**config.mk**
```make
export PLATFORM = sky130hd
export DESIGN_NAME = fp_vic
export DESIGN_NICKNAME = d
export VERILOG_FILES = /design/src/rtl/fp_vic.sv
export SDC_FILE = /design/constraint.sdc
export NUM_CORES = 1
export LEC_CHECK = 0
export BUFFER_PORTS_ARGS = -buffer_cell sky130_fd_sc_hd__buf_2
export CAP_MARGIN = 25
export CORE_MARGIN = 2
export CORE_UTILIZATION = 30
export DETAILED_ROUTE_END_ITERATION = 7
export GPL_ROUTABILITY_DRIVEN = 0
export PLACE_DENSITY = 0.65
export SLEW_MARGIN = 20
export SYNTH_ARGS = -nofsm -noshare
export SYNTH_HDL_FRONTEND = slang
export SYNTH_SLANG_ARGS = --single-unit
```
**constraint.sdc**
```tcl
create_clock -name clk -period 3.45 [get_ports clk]
set_input_delay 0 -clock clk [delete_from_list [all_inputs] [get_ports clk]]
set_output_delay 0 -clock clk [all_outputs]
set_load 0.01 [all_outputs]
```
**src/rtl/fp_vic.sv**
```systemverilog
module fp_vic #(
  parameter int NUM_SRC = 26
) (
  input  logic                         clk,
  input  logic                         rst_n,
  input  logic [NUM_SRC-1:0]           evt_i,
  input  logic [NUM_SRC-1:0]           src_en_i,
  input  logic                         wr_valid_i,
  input  logic [NUM_SRC-1:0]           wr_clr_pend_i,
  input  logic                         wr_gie_set_i,
  input  logic                         wr_gie_clr_i,
  input  logic                         reti_i,
  input  logic                         boundary_i,
  output logic                         take_o,
  output logic [$clog2(NUM_SRC)-1:0]   take_idx_o,
  output logic                         gie_o,
  output logic [NUM_SRC-1:0]           pend_o
);
  localparam int IDX_W = $clog2(NUM_SRC);

  logic [NUM_SRC-1:0] pend_q, cand, grant_mask, clr_mask;
  logic               gie_q, gie_d, shadow_q, take_q, win_any, fire, gie_ok;
  logic [IDX_W-1:0]   idx_q, win_idx;

  assign gie_ok = gie_q & ~shadow_q;
  assign cand   = (pend_q & src_en_i & {NUM_SRC{gie_ok}})
                | {{(NUM_SRC-1){1'b0}}, pend_q[0]};

  always_comb begin
    win_any = 1'b0;
    win_idx = '0;
    for (int i = NUM_SRC-1; i >= 0; i--) begin
      if (cand[i]) begin
        win_any = 1'b1;
        win_idx = IDX_W'(i);
      end
    end
  end

  assign fire       = boundary_i & win_any;
  assign grant_mask = fire ? (NUM_SRC'(1) << win_idx) : '0;
  assign clr_mask   = (wr_valid_i ? wr_clr_pend_i : '0) | grant_mask;

  always_comb begin
    gie_d = gie_q;
    if (fire || (wr_valid_i && wr_gie_clr_i))
      gie_d = 1'b0;
    else if (reti_i || (wr_valid_i && wr_gie_set_i))
      gie_d = 1'b1;
  end

  always_ff @(posedge clk) begin
    if (!rst_n) begin
      pend_q   <= '0;
      gie_q    <= 1'b0;
      shadow_q <= 1'b0;
      take_q   <= 1'b0;
      idx_q    <= '0;
    end else begin
      pend_q   <= (pend_q & ~clr_mask) | evt_i;
      gie_q    <= gie_d;
      if (!gie_q && gie_d)
        shadow_q <= 1'b1;
      else if (boundary_i)
        shadow_q <= 1'b0;
      take_q   <= fire;
      if (fire)
        idx_q  <= win_idx;
    end
  end

  assign take_o     = take_q;
  assign take_idx_o = idx_q;
  assign gie_o      = gie_q;
  assign pend_o     = pend_q;
endmodule

```
==> summary.txt <==
final hold slack - 0.01111 ns
area grow syn2layout - 41.01%
combinational share of power - 0.287
fin nets - 482
switching fraction of total power - 0.3159
DR vias - 2583
I/O Pins - 118
main combinational cell family by area after synthesis - compound AO/OA/AOI/OAI gates
simple-gate share of the synthesized area - 0.1857
final WL - 7.472 mm
Final Cycle Share - 0.7337
pwr dens - 379.5 nW/µm²
complex-gate fraction of the synthesized area - 0.4405
MaxCap Viol Count - 0
Pre-antenna DRT Iters - 6
HPWL after DPL - 5.810 mm
Clock Power Share - 0.319
Yosys cell types - 47
CTS Buffer Depth - 2
post-synthesis mux area share - 0.009373
Mapped Area - 2136 µm²
Sum Neg Setup Slack - 0 ns
skew final - 0.007414 ns
Clock transition at path regs - 0.07 ns
unrepaired setup endpoints after global routing - false
GRT Total Usage - 0.1958
sw power - 361.1 µW
TritonCTS Buffers - 5
Synth Area in Adders - 0
Die Footprint - 7810 µm²
Starting DRT DRC Count - 148
final slew viol count - 0
Max rail drop VDD - 0.0001765 V
global route overflow - 0
row cnt - 30
H-tree levels - 2
per-cell routed wire length - 15.13 µm
measured slew at the worst slew-check pin - 0.7062 ns
Flop pwr share - 0.394
critical path startpoint - gie_o
commonest non-fill, non-tap cells in the layout - buf_2 (116), dfxtp_1 (34), o21ai_0 (33)
CP Class - flop to flop
Post-CTS Setup Repair Bufs - 0
later-pin clock latency in the skew report - 0.29 ns
CTS tree - yes
layout cells sized above 1 - 0.3367
number of buffers added on ports - 116
Die H - 88.38 µm
Cells after Synth - 273
largest net degree at the start of global routing - 36
Setup crit end kind - flop
Leak - 0.001371 µW
final setup fails - 0
Routed Antenna Nets - 0
vias in the first global route - 2524
Final min period - 2.531 ns
Worst Path Arrival - 2.68 ns
maximum clock rate - 0.3950 GHz
Via density - 5.229
sequential-to-total area share from yosys stat - 0.3187
Initial Utilization - 0.3126
r2r startpoint - gie_o
Crit path required time - 3.60 ns
HP Class - input pin to flop
Antenna Cells - 0
most common cell after layout, fill and taps aside - buf_2
global-route wire length before repair - 11.85 mm
crit-path max FO - 17
Setup crit start kind - flop
Post-route DRC - 0
Post-CTS Resized - 0
XOR/XNOR Fraction of Synth Area - 0
core box area - 6832 µm²
clock sink total - 34
Relative slew margins - 0.5242
internal cell power - 781.8 µW
min-delay src - evt_i[5]
Net Count, Synth - 358
Final Hold Vio Count - 0
Die X - 88.38 µm
Post-Syn Area per Cell - 7.823 µm²
status - complete, no violations
Synthesis Warnings - 0
CTS Hold Bufs - 10
CTS Root Cell - clkbuf_8
initial antenna violation count - 0
register bit total from synthesis - 34
## metal layers
metal | routed length (µm) | global-route usage
met2 | 3634 | 0.3342
met3 | 469 | 0.04571
met4 | 106 | 0.05372
met1 | 3261 | 0.2479
met5 | 0 | 0
## critical path, cell delays in order (launching register included)
cell	delay [ns]
dfxtp_1	0.43
nand2b_1	0.37
a21oi_1	0.41
nor2_1	0.11
a211oi_1	0.48
and2_0	0.43
a41oi_1	0.16
## stage by stage
| stage | instance area [µm²] | cells | worst slack, ns | util | total power, µW |
|---|---|---|---|---|---|
| 2_1_floorplan | 2136 | 273 | 1.466 | - | 642.2 |
| 3_3_place_gp | 2803 | 476 | 0.9886 | 0.4103 | 771.5 |
| 3_5_place_dp | 2803 | 476 | 0.9355 | 0.4103 | 777.7 |
| 4_1_cts | 3012 | 494 | 0.9361 | 0.4408 | 1151 |
| 5_1_grt | 3012 | 494 | 0.6647 | 0.4408 | 1212 |
| 6_report | 3012 | 494 | 0.9186 | 0.4408 | 1143 |
## flip-flops by register name, indices dropped and copies added, names as in the netlist
register    flops
gie_o           1
pend_o         26
shadow_q        1
take_idx_o      5
take_o          1
## final timing paths
check | end | slack [ns] | depth (start not counted)
worst min-delay path | pend_o[5] | 0.01 | 3
worst min register to register | take_idx_o[4] | 0.45 | 2
worst max-delay path | pend_o[22] | 0.92 | 6
worst max register to register | pend_o[22] | 0.92 | 6
## synth_stat cells (all sizes together)
master   n  area (µm²)
o311ai   1       8.760
a22oi    3       27.52
a32o     5       51.30
o21a     1       7.510
a21oi   10       50.05
and2b    2       17.52
nand3    4       20.02
a31oi   22       137.6
o2111a   1       11.26
clkbuf   9       33.78
a211oi   4       35.03
nor3     5       25.02
o21ai   33       165.2
buf      2       15.01
a21o     4       30.03
inv     13       48.80
and4b    1       10.01
o41a     1       21.27
o31a     2       17.52
a21boi  26       195.2
nand2b   4       25.02
o211ai   2       15.01
a22o     5       43.79
and3     1       6.260
and2     5       33.79
or3b     1       11.26
dfxtp   34       680.7
nor2    20       75.07
nor3b    1       7.510
nor2b    5       31.28
nand2   27       101.4
nand4    1       6.260
nor4     1       6.260
o32ai    1       8.760
a221oi   1       8.760
a31o     2       17.52
mux2i    2       20.02
o32a     1       10.01
nand3b   1       20.02
a41oi    9       78.83
## cell type report
type / instances / area [µm²]
fillers: 735 / 3820
inverters: 13 / 48.80
well taps: 96 / 120.1
repair buffers: 128 / 695.7
flip-flops and latches: 34 / 680.7
multi-input cells: 215 / 1358
clock inverters: 3 / 40.04
clock buffers: 5 / 68.82
## power by group through the flow
| stage | clock network (µW) | logic [µW] | registers (µW) |
|---|---|---|---|
| floorplan | 0 | 175 | 467 |
| global placement | 0 | 313 | 458 |
| detailed placement | 0 | 318 | 460 |
| CTS | 373 | 328 | 450 |
| global route | 393 | 365 | 454 |
| finish | 365 | 328 | 450 |
## cells by family after synthesis
kind of cell	after synthesis
mux	2
buf+inv	24
simple gates	79
compound gates	134
flops	34
Power figures use the tool's default switching activity.
